## src/rtl/systick_pkg.sv

```systemverilog
package systick_pkg;
    typedef enum logic [0:0] {
        ST_OFF = 1'b0,
        ST_RUN = 1'b1
    } tick_state_e;

    localparam int BIT_EN   = 0;
    localparam int BIT_IE   = 1;
    localparam int BIT_SRC  = 2;
    localparam int BIT_FLAG = 16;

    localparam int OFF_CTRL  = 'h10;
    localparam int OFF_RLD   = 'h14;
    localparam int OFF_CUR   = 'h18;
    localparam int OFF_CALIB = 'h1C;
endpackage

```

## src/rtl/tick_core.sv

```systemverilog
module tick_core
    import systick_pkg::*;
#(
    parameter int CNT_W = 24
) (
    input  logic             clk,
    input  logic             rst_n,
    input  logic             wr_ctrl_i,
    input  logic             wr_cur_i,
    input  logic             rd_ctrl_i,
    input  logic [2:0]       ctl_wdata_i,
    input  logic [CNT_W-1:0] reload_i,
    input  logic             ref_tick_i,
    output logic             en_o,
    output logic             ie_o,
    output logic             src_o,
    output logic             flag_o,
    output logic [CNT_W-1:0] count_o,
    output logic             irq_o
);
    tick_state_e      state_q, state_d;
    logic [CNT_W-1:0] count_q, count_d;
    logic             ie_q, src_q, flag_q, flag_d, irq_q;
    logic             run, tick, quiet, expire, restart;

    assign run     = (state_q == ST_RUN);
    assign tick    = run && (src_q || ref_tick_i);
    assign quiet   = !wr_ctrl_i && !wr_cur_i;
    assign expire  = quiet && tick && (count_q == '0);
    assign restart = wr_ctrl_i && ctl_wdata_i[BIT_EN] &&
                     (!run || (ctl_wdata_i[BIT_SRC] != src_q));

    // next state: T_START, T_STOP, T_LAST
    always_comb begin
        state_d = state_q;
        unique case (state_q)
            ST_OFF: if (wr_ctrl_i && ctl_wdata_i[BIT_EN]) state_d = ST_RUN;
            ST_RUN: begin
                if (wr_ctrl_i && !ctl_wdata_i[BIT_EN]) state_d = ST_OFF;
                else if (expire && (reload_i == '0))   state_d = ST_OFF;
            end
        endcase
    end

    always_ff @(posedge clk or negedge rst_n) begin
        if (!rst_n) state_q <= ST_OFF;
        else        state_q <= state_d;
    end

    always_comb begin
        count_d = count_q;
        if (restart || wr_cur_i)  count_d = reload_i;
        else if (quiet && tick)   count_d = expire ? reload_i : count_q - 1'b1;
    end

    always_comb begin
        flag_d = flag_q;
        if (wr_cur_i)       flag_d = 1'b0;
        else if (expire)    flag_d = 1'b1;
        else if (rd_ctrl_i) flag_d = 1'b0;
    end

    always_ff @(posedge clk or negedge rst_n) begin
        if (!rst_n) begin
            count_q <= '0;
            flag_q  <= 1'b0;
            ie_q    <= 1'b0;
            src_q   <= 1'b0;
        end else begin
            count_q <= count_d;
            flag_q  <= flag_d;
            if (wr_ctrl_i) begin
                ie_q  <= ctl_wdata_i[BIT_IE];
                src_q <= ctl_wdata_i[BIT_SRC];
            end
        end
    end

    // output process
    always_ff @(posedge clk or negedge rst_n) begin
        if (!rst_n) irq_q <= 1'b0;
        else        irq_q <= expire && ie_q;
    end

    assign en_o    = run;
    assign ie_o    = ie_q;
    assign src_o   = src_q;
    assign flag_o  = flag_q;
    assign count_o = count_q;
    assign irq_o   = irq_q;

    p_irq_single_r5: assert property (@(posedge clk) disable iff (!rst_n)
        irq_q |=> !irq_q);
    p_irq_flag_r5: assert property (@(posedge clk) disable iff (!rst_n)
        irq_q |-> flag_q);
    p_off_hold_r4: assert property (@(posedge clk) disable iff (!rst_n)
        (!run && quiet) |=> $stable(count_q));
    p_ref_gate_r4: assert property (@(posedge clk) disable iff (!rst_n)
        (run && !src_q && !ref_tick_i && quiet) |=> ($stable(count_q) && state_q == ST_RUN));
    p_last_off_r7: assert property (@(posedge clk) disable iff (!rst_n)
        (expire && reload_i == '0) |=> (state_q == ST_OFF));
    p_cur_write_r8: assert property (@(posedge clk) disable iff (!rst_n)
        wr_cur_i |=> (!flag_q && count_q == $past(reload_i)));
endmodule

```

## src/rtl/tick_regfile.sv

```systemverilog
module tick_regfile
    import systick_pkg::*;
#(
    parameter int ADDR_W    = 8,
    parameter int DATA_W    = 32,
    parameter int CNT_W     = 24,
    parameter int CALIB_VAL = 10000
) (
    input  logic              clk,
    input  logic              rst_n,
    input  logic [ADDR_W-1:0] addr_i,
    input  logic              we_i,
    input  logic [DATA_W-1:0] wdata_i,
    input  logic              re_i,
    input  logic              en_i,
    input  logic              ie_i,
    input  logic              src_i,
    input  logic              flag_i,
    input  logic [CNT_W-1:0]  count_i,
    output logic [DATA_W-1:0] rdata_o,
    output logic [CNT_W-1:0]  reload_o,
    output logic              wr_ctrl_o,
    output logic              wr_cur_o,
    output logic              rd_ctrl_o
);
    localparam logic [ADDR_W-1:0] A_CTRL  = ADDR_W'(OFF_CTRL);
    localparam logic [ADDR_W-1:0] A_RLD   = ADDR_W'(OFF_RLD);
    localparam logic [ADDR_W-1:0] A_CUR   = ADDR_W'(OFF_CUR);
    localparam logic [ADDR_W-1:0] A_CALIB = ADDR_W'(OFF_CALIB);

    logic [CNT_W-1:0]  reload_q;
    logic [DATA_W-1:0] rdata_q, rview;
    logic              unused_hi;

    assign unused_hi = ^wdata_i[DATA_W-1:CNT_W];
    assign wr_ctrl_o = we_i && (addr_i == A_CTRL);
    assign wr_cur_o  = we_i && (addr_i == A_CUR);
    assign rd_ctrl_o = re_i && (addr_i == A_CTRL);

    always_comb begin
        rview = '0;
        case (addr_i)
            A_CTRL: begin
                rview[BIT_EN]   = en_i;
                rview[BIT_IE]   = ie_i;
                rview[BIT_SRC]  = src_i;
                rview[BIT_FLAG] = flag_i;
            end
            A_RLD:   rview[CNT_W-1:0] = reload_q;
            A_CUR:   rview[CNT_W-1:0] = en_i ? count_i : '0;
            A_CALIB: rview = DATA_W'(CALIB_VAL);
            default: rview = '0;
        endcase
    end

    always_ff @(posedge clk or negedge rst_n) begin
        if (!rst_n) begin
            reload_q <= '0;
            rdata_q  <= '0;
        end else begin
            if (we_i && addr_i == A_RLD) reload_q <= wdata_i[CNT_W-1:0];
            if (re_i)                    rdata_q  <= rview;
        end
    end

    assign reload_o = reload_q;
    assign rdata_o  = rdata_q;

    p_reload_hi_r11: assert property (@(posedge clk) disable iff (!rst_n)
        (re_i && addr_i == A_RLD) |=> (rdata_q[DATA_W-1:CNT_W] == '0));
    p_cur_off_r9: assert property (@(posedge clk) disable iff (!rst_n)
        (re_i && addr_i == A_CUR && !en_i) |=> (rdata_q == '0));
endmodule

```

## src/rtl/sys_tick_timer.sv

```systemverilog
module sys_tick_timer #(
    parameter int ADDR_W    = 8,
    parameter int DATA_W    = 32,
    parameter int CNT_W     = 24,
    parameter int CALIB_VAL = 10000
) (
    input  logic              clk,
    input  logic              rst_n,
    input  logic [ADDR_W-1:0] addr_i,
    input  logic              wr_en_i,
    input  logic [DATA_W-1:0] wr_data_i,
    input  logic              rd_en_i,
    output logic [DATA_W-1:0] rd_data_o,
    input  logic              ref_tick_i,
    output logic              irq_o
);
    logic             en, ie, src, flag, wr_ctrl, wr_cur, rd_ctrl;
    logic [CNT_W-1:0] count, reload;

    tick_regfile #(
        .ADDR_W(ADDR_W), .DATA_W(DATA_W), .CNT_W(CNT_W), .CALIB_VAL(CALIB_VAL)
    ) u_regs (
        .clk(clk), .rst_n(rst_n), .addr_i(addr_i), .we_i(wr_en_i),
        .wdata_i(wr_data_i), .re_i(rd_en_i), .en_i(en), .ie_i(ie),
        .src_i(src), .flag_i(flag), .count_i(count), .rdata_o(rd_data_o),
        .reload_o(reload), .wr_ctrl_o(wr_ctrl), .wr_cur_o(wr_cur),
        .rd_ctrl_o(rd_ctrl)
    );

    tick_core #(.CNT_W(CNT_W)) u_core (
        .clk(clk), .rst_n(rst_n), .wr_ctrl_i(wr_ctrl), .wr_cur_i(wr_cur),
        .rd_ctrl_i(rd_ctrl), .ctl_wdata_i(wr_data_i[2:0]), .reload_i(reload),
        .ref_tick_i(ref_tick_i), .en_o(en), .ie_o(ie), .src_o(src),
        .flag_o(flag), .count_o(count), .irq_o(irq_o)
    );
endmodule

```

## config.mk

```make
export PLATFORM = sky130hd
export DESIGN_NAME = sys_tick_timer
export DESIGN_NICKNAME = d
export VERILOG_FILES = /design/src/rtl/systick_pkg.sv /design/src/rtl/tick_core.sv /design/src/rtl/tick_regfile.sv /design/src/rtl/sys_tick_timer.sv
export SDC_FILE = /design/constraint.sdc
export NUM_CORES = 1
export LEC_CHECK = 0
export BUFFER_PORTS_ARGS = -buffer_cell sky130_fd_sc_hd__clkbuf_2
export CAP_MARGIN = 10
export CORE_MARGIN = 4
export CORE_UTILIZATION = 55
export DETAILED_ROUTE_END_ITERATION = 7
export GPL_TIMING_DRIVEN = 1
export PLACE_DENSITY = 0.79
export SLEW_MARGIN = 25
export SYNTH_ARGS = -nofsm -noshare
export SYNTH_HDL_FRONTEND = slang
export SYNTH_SLANG_ARGS = --single-unit
```

## constraint.sdc

```tcl
create_clock -name clk -period 2.5 [get_ports clk]
set_input_delay 0.25 -clock clk [delete_from_list [all_inputs] [get_ports clk]]
set_output_delay 0.25 -clock clk [all_outputs]
set_load 0.1 [all_outputs]
```

==> results of run 1 <==
cell usage after synthesis (3+ instances only):
master     n  area [sq um]
a21o_1     5          37.5
a21oi_1   33           165
a22oi_1   21           158
a31oi_1    4          25.0
a32oi_1    6          52.6
and3_1     3          18.8
buf_2      3          15.0
buf_4     10          75.1
buf_6      3          33.8
clkbuf_1  16          60.1
dfrtp_1   77          1930
inv_1     24          90.1
mux2_2    29           327
mux2i_1    5          50.1
nand2_1   24          90.1
nand3_1   10          50.1
nand4_1    4          25.0
nor2_1    24          90.1
nor2b_1    3          18.8
nor3_1    14          70.1
nor4_1    12          75.1
o211ai_1   9          67.6
o21a_1     3          22.5
o21ai_0   19          95.1
o22ai_1   12          75.1
o32ai_1    6          52.6
or3_1      5          31.3
or4_1      4          30.0
area by class of cell:
| cell class | instances | area [sq um] | area share [%] |
|---|---|---|---|
| multi-input combinational | 301 | 2050 | 42.2 |
| sequential | 77 | 1930 | 39.7 |
| timing repair buffer | 84 | 487 | 10.0 |
| clock buffer | 11 | 141 | 2.91 |
| tap | 99 | 124 | 2.55 |
| inverter | 24 | 90.1 | 1.86 |
| clock inverter | 5 | 36.3 | 0.748 |
registers in the layout, summed over array words and instances, names as in the netlist:
name,count
u_core.flag_o,1
u_core.ie_o,1
u_core.irq_o,1
u_core.count_o,24
u_core.src_o,1
u_regs.rdata_o,24
u_regs.reload_o,24
u_core.en_o,1
logic make-up (layout without fill, tap and decap cells):
logic type / Yosys count / count (layout) / synth area share [%]
flops: 77 / 77 / 45.8
xor+xnor: 1 / 1 / 0.208
other cells: 1 / 8 / 0.0891
fa+ha+maj: 2 / 2 / 0.594
simple gates: 125 / 125 / 16.6
compound gates: 131 / 131 / 21.2
mux: 34 / 34 / 8.94
buf+inv: 58 / 124 / 6.69
worst max path at each step:
stage / to / slack, ns / cells after the start
floorplan: u_core.count_o[18] / 0.37 / 8
global placement: u_core.count_o[2] / 0.16 / 9
detailed placement: u_core.count_o[2] / 0.10 / 9
CTS: u_core.count_o[2] / 0.09 / 9
global route: u_core.count_o[19] / 0.008 / 6
finish: u_core.count_o[19] / 0.13 / 6
stage by stage:
stage | hold slack (ns) | std cells | utilization [%]
6_report | 0.120 | 601 | 66.2
5_1_grt | 0.116 | 601 | 66.2
4_1_cts | 0.0826 | 600 | 65.7
3_5_place_dp | 0.464 | 584 | 63.3
3_3_place_gp | 0.457 | 584 | 63.3
2_1_floorplan | -0.0456 | 436 | -
metal layers:
metal | up-vias | track usage, %
met5 | - | 0
met2 | 208 | 40.1
met1 | 1857 | 35.6
met3 | 35 | 5.29
met4 | 0 | 12.2
li1 | 1737 | -
power by group through the flow:
| stage | sequential, mW | clock, mW | combinational, mW |
|---|---|---|---|
| after floorplan | 1.43 | 0 | 0.264 |
| after global placement | 1.39 | 0 | 0.434 |
| after detailed placement | 1.40 | 0 | 0.443 |
| after CTS | 1.37 | 0.864 | 0.444 |
| after global routing | 1.39 | 0.924 | 0.485 |
| final | 1.38 | 0.857 | 0.451 |
what timing repair did:
item	in CTS	in global routing
hold buffers	0	1
setup buffers	0	0
resized for setup	0	4
hold endpoints to repair	0	70
endpoints found under the setup margin	0	8
==> implementation parameters, run 1 <==
Parameter                              Value

Status
  Run status ... finished, final reports clean

Setup path
  CP cell instances ... or4_1 -> nor4b_2 -> nand2_1 -> o41ai_2 -> a211oi_1 -> a311oi_1
  Data arrival time of the worst path ... 2.62 ns
  CP max stage delay ... 0.59 ns
  WP data required ... 2.76 ns
  Cell count of the worst reg-to-reg path ... 6
  Critical R2R Capture ... u_core.count_o[19]
  Buf+Inv Stages, Crit Path ... 0
  Worst setup SP type ... register
  Source of the critical timing path ... u_core.count_o[6]
  Flop-to-flop setup slack ... 0.13 ns
  Max stage delay cell, worst path ... or4_1
  Crit path max-delay family ... simple AND/OR/NAND/NOR gates
  Crit path capture type ... register
  Reg-to-reg critical path startpoint ... u_core.count_o[6]
  Crit path kind ... reg2reg
  Worst-path fanout max ... 6

STA
  Final-report max-slew violation count ... 0
  Minimum period implied by the final worst setup slack ... 2.37 ns
  Final total negative setup slack ... 0 ns
  Unrepaired setup endpoints after global routing ... false
  Relative slew margins ... 53.7%
  Transition at the pin with the smallest max-transition slack ... 0.695 ns
  Final worst slack ... 0.134 ns
  Timing-limited maximum frequency ... 0.423 GHz
  Post-route clock skew ... 0.00852 ns
  Final critical-path share of the clock period ... 94.6%
  Setup-failing EPs final ... 0
  Hold Violations, Final ... 0

Cells and area
  Most frequent cells in the layout ... dfrtp_1, clkbuf_2, a21oi_1
  Fraction of layout instances using a drive strength above 1 ... 28.7%
  Antenna diode count ... 0
  Area growth syn-to-layout ... 15.2%
  Leading cell type in the layout, fill and taps excluded ... dfrtp_1
  Number of nets in the layout ... 544
  Total of fill cells in the finished design ... 604
  Cell area after layout ... 0.00485 sq mm

Drt
  Routed met1 length ... 4750 microns
  Number of nets with antenna violations after routing ... 0
  Total length of routed wires ... 11,400 microns
  Top routing layer in use ... met4
  First drt pass iteration count ... 5
  Remaining design rule violation count ... 0
  Routed wire length on met3 ... 1100 microns
  Detailed Route Iter0 Violations ... 296
  Overall via count from detail_route ... 3,837
  DR WL met2 ... 5230 microns
  WL/cell ... 19.0 microns
  Via density per instance ... 6.38

Die
  Overall die width ... 95.5 microns
  Area of the die ... 0.00912 sq mm
  Die H ... 95.5 microns
  Initial core utilization ... 57.4%
  I/O pins ... 78
  Core area ... 0.00733 sq mm
  Core Rows ... 31

Global routing
  Wire length of the first global-routing pass ... 18,000 microns
  Global route overflow ... 0
  Via count of the first global-routing pass ... 3,590
  Total global-route track usage ... 26.1%
  Antenna violations before repair ... 0
  Largest net degree at the start of global routing ... 78

Min path
  Worst Hold Path EP ... u_regs.reload_o[16]
  Cell depth of the worst hold path ... 2
  Worst min-delay path class ... in2reg
  Startpoint of the lowest-slack hold path ... wr_data_i[16]

Power
  Combinational group share of total power ... 16.8%
  Overall power consumption ... 2.69 mW
  Power Density ... 554 mW/mm^2
  Max rail drop VDD ... 0.000322 V
  Internal power consumption ... 1.84 mW
  Share of power burned in registers ... 51.3%
  Reported net switching power ... 0.850 mW
  Leakage dissipation ... 2.23 nW
  Sw frac ... 31.6%
  Portion of total power attributed to the clock network ... 31.9%

Clock tree
  Clock buffer depth ... 2
  Root Driver ... clkbuf_8
  CTS Buf Count ... 9
  Worst-skew pair later-pin latency ... 0.35 ns
  Clock tree from TritonCTS ... done
  CTS H-tree depth ... 3
  Number of clock sinks ... 77
  Clock-pin transition on the worst setup and hold timing paths ... 0.08 ns

Synth
  Proportion of synthesized chip area in sequential cells ... 45.8%
  Mapped Avg Cell Area ... 9.81 sq um
  Fraction of registers with async set/reset ... 100%
  EDFF count, synth ... 0
  Cells after synthesis ... 429
  Synth warnings ... 0
  Summed instance area of the synthesized netlist ... 0.00421 sq mm
  Number of distinct standard cells referenced by the synthesized netlist ... 55
  Ys flop type ... dfrtp_1
  Number of storage elements in the synthesis netlist ... 77

Job
  Max-cap check violation count ... 0

Place
  Port bufs ... 61
  HPWL after DPL ... 8250 microns
  Global placement routability congestion ... 0.974
  Cell area after placement ... 0.00464 sq mm
  Minimum setup slack after placement ... 0.100 ns
Power figures use the tool's default switching activity.
==> run 2: changes to the inputs <==
REMOVE_ABC_BUFFERS = 1   (was unset)
==> run 2 against run 1 <==
  * Sequential power barely moved
  * Clock power rose by 30%
  * Global-route usage rose by 2.4 points
  * Non-clock buffer count rose by 2
  * Die area did not move
  * Critical endpoint unchanged
  * Largest power group unchanged
==> implementation parameters, run 2 (synthesized netlist as in run 1, its figures left out) <==
Parameter                              Value

Drt
  First drt pass iteration count ... 5 (unchanged)
  WL/cell ... 20.2 microns (+6.5%)
  Via density per instance ... 6.43 (+0.66%)
  Overall via count from detail_route ... 3,875 (+0.99%)
  Remaining design rule violation count ... 0 (unchanged)
  Detailed Route Iter0 Violations ... 355 (+20%)
  Total length of routed wires ... 12,200 microns (+6.8%)
  Number of nets with antenna violations after routing ... 0 (unchanged)

Die
  Area of the die ... 0.00912 sq mm (unchanged)
  Die H ... 95.5 microns (unchanged)
  Initial core utilization ... 57.4% (unchanged)
  I/O pins ... 78 (unchanged)
  Overall die width ... 95.5 microns (unchanged)
  Core area ... 0.00733 sq mm (unchanged)
  Core Rows ... 31 (unchanged)

Global routing
  Total global-route track usage ... 28.5% (+2.4 points)
  Wire length of the first global-routing pass ... 19,800 microns (+9.8%)
  Global route overflow ... 0 (unchanged)
  Largest net degree at the start of global routing ... 78 (unchanged)
  Antenna violations before repair ... 0 (unchanged)
  Via count of the first global-routing pass ... 3,903 (+8.7%)

Setup path
  Worst setup SP type ... register
  Source of the critical timing path ... u_core.count_o[6]
  CP max stage delay ... 0.62 ns (+0.03 ns)
  Crit path kind ... reg2reg
  CP cell instances ... or4_1 -> nor4b_2 -> nand2_1 -> o41ai_2 -> a211oi_1 -> a311oi_1
  WP data required ... 2.76 ns (about the same)
  Data arrival time of the worst path ... 2.59 ns (-0.03 ns)
  Crit path capture type ... register
  Max stage delay cell, worst path ... or4_1
  Worst-path fanout max ... 6 (unchanged)
  Cell count of the worst reg-to-reg path ... 6 (unchanged)
  Reg-to-reg critical path startpoint ... u_core.count_o[6]

Place
  Minimum setup slack after placement ... 0.167 ns (+0.0671 ns)
  Port bufs ... 61 (unchanged)
  HPWL after DPL ... 8610 microns (+4.3%)
  Global placement routability congestion ... 0.979 (+0.54%)

Clock tree
  Number of clock sinks ... 77 (unchanged)
  Clock-pin transition on the worst setup and hold timing paths ... 0.08 ns (about the same)
  Root Driver ... clkbuf_8
  Clock buffer depth ... 2 (unchanged)
  Clock tree from TritonCTS ... done
  Worst-skew pair later-pin latency ... 0.36 ns (about the same)
  Setup repair bufs after CTS ... 0 (unchanged)
  CTS Buf Count ... 9 (unchanged)
  CTS H-tree depth ... 3 (unchanged)

Cells and area
  Number of nets in the layout ... 546 (+0.37%)
  Area growth syn-to-layout ... 18.0%
  Total of fill cells in the finished design ... 592 (-2.0%)
  Most frequent cells in the layout ... dfrtp_1, clkbuf_2, a21oi_1
  Antenna diode count ... 0 (unchanged)
  Fraction of layout instances using a drive strength above 1 ... 29.0% (+0.28 points)
  Leading cell type in the layout, fill and taps excluded ... dfrtp_1

Min path
  Cell depth of the worst hold path ... 2 (unchanged)
  Worst min-delay path class ... in2reg
  Startpoint of the lowest-slack hold path ... wr_data_i[20]

STA
  Final critical-path share of the clock period ... 93.3% (-1.4 points)
  Setup-failing EPs final ... 0 (unchanged)
  Final-report max-slew violation count ... 0 (unchanged)
  Post-route clock skew ... 0.00925 ns (+0.000729 ns)
  Relative slew margins ... 32.1% (-22 points)
  Transition at the pin with the smallest max-transition slack ... 1.01 ns (+0.319 ns)
  Unrepaired setup endpoints after global routing ... false
  Hold Violations, Final ... 0 (unchanged)
  Timing-limited maximum frequency ... 0.429 GHz (+1.5%)
  Hold_ws ... 0.121 ns (+0.00103 ns)
  Minimum period implied by the final worst setup slack ... 2.33 ns (-0.0346 ns)
  Final worst slack ... 0.169 ns (+0.0346 ns)
  Final total negative setup slack ... 0 ns (unchanged)

Power
  Max rail drop VDD ... 0.000337 V (+4.6%)
  Power Density ... 594 mW/mm^2 (+7.4%)
  Leakage dissipation ... 2.28 nW (+2.4%)

Status
  Run status ... finished, final reports clean

Job
  Max-cap check violation count ... 0 (unchanged)
[run 2: cell count changes in the layout (fill, tap and decap cells not counted), moves of 2 or more]
cell / previous run / this run
a21oi_1: 31 / 33
buf_12: 0 / 2
a21oi_2: 2 / 0
clkbuf_8: 10 / 13
clkinvlp_4: 3 / 0
bufinv_16: 0 / 2
[run 2: path summary, 6_finish.rpt]
kind	to	slack (ns)
hold reg to reg	u_regs.rdata_o[22]	0.53
hold / removal	u_regs.reload_o[20]	0.12
setup / recovery	u_core.count_o[19]	0.17
setup reg to reg	u_core.count_o[19]	0.17
min in group asynchronous	u_regs.rdata_o[8]	0.48
max in group asynchronous	u_core.en_o	1.53
[run 2: metrics by stage]
| stage | util [%] | cell area, sq um | power [mW] | instances |
|---|---|---|---|---|
| 2_1_floorplan | - | 4050 | 1.67 | 402 |
| 3_3_place_gp | 63.9 | 4680 | 1.83 | 586 |
| 3_5_place_dp | 63.9 | 4680 | 1.84 | 586 |
| 4_1_cts | 67.2 | 4930 | 2.95 | 602 |
| 5_1_grt | 67.8 | 4970 | 3.06 | 603 |
| 6_report | 67.8 | 4970 | 2.95 | 603 |
[run 2: critical path, delay by kind of cell, from the launching register on]
kind / cells / cell delay (ns)
AOI/OAI and AO/OA: 3 / 0.63
and+or+nand+nor: 3 / 1.15
DFF: 1 / 0.47
[run 2: routing by layer]
metal / global-route usage (%) / vias to the layer above / part of all wire [%]
met5: 0 / - / 0
met4: 11.7 / 0 / 2.8
met3: 5.76 / 39 / 7.8
met2: 46.9 / 189 / 49
met1: 36.8 / 1914 / 41
li1: - / 1733 / -
[run 2: cell type report]
class	count	area [sq um]	area share, %
Timing Repair Buffer	86	527	10.6
Clock buffer	13	179	3.60
Multi-Input combinational cell	301	2060	41.4
Tap cell	99	124	2.49
Inverter	24	90.1	1.81
Clock inverter	3	65.1	1.31
Sequential cell	77	1930	38.8
[run 2: where the power goes]
part | switching, mW | internal (mW) | leakage, nW
registers | 0.0802 | 1.30 | 1.03
clock network | 0.443 | 0.670 | 0.126
logic | 0.308 | 0.147 | 1.13
total | 0.832 | 2.12 | 2.28
[run 2: what timing repair did]
action	CTS	global route
endpoints found under the setup margin	0	5
hold endpoints to repair	0	67
resized for setup	0	4
hold buffers	0	1
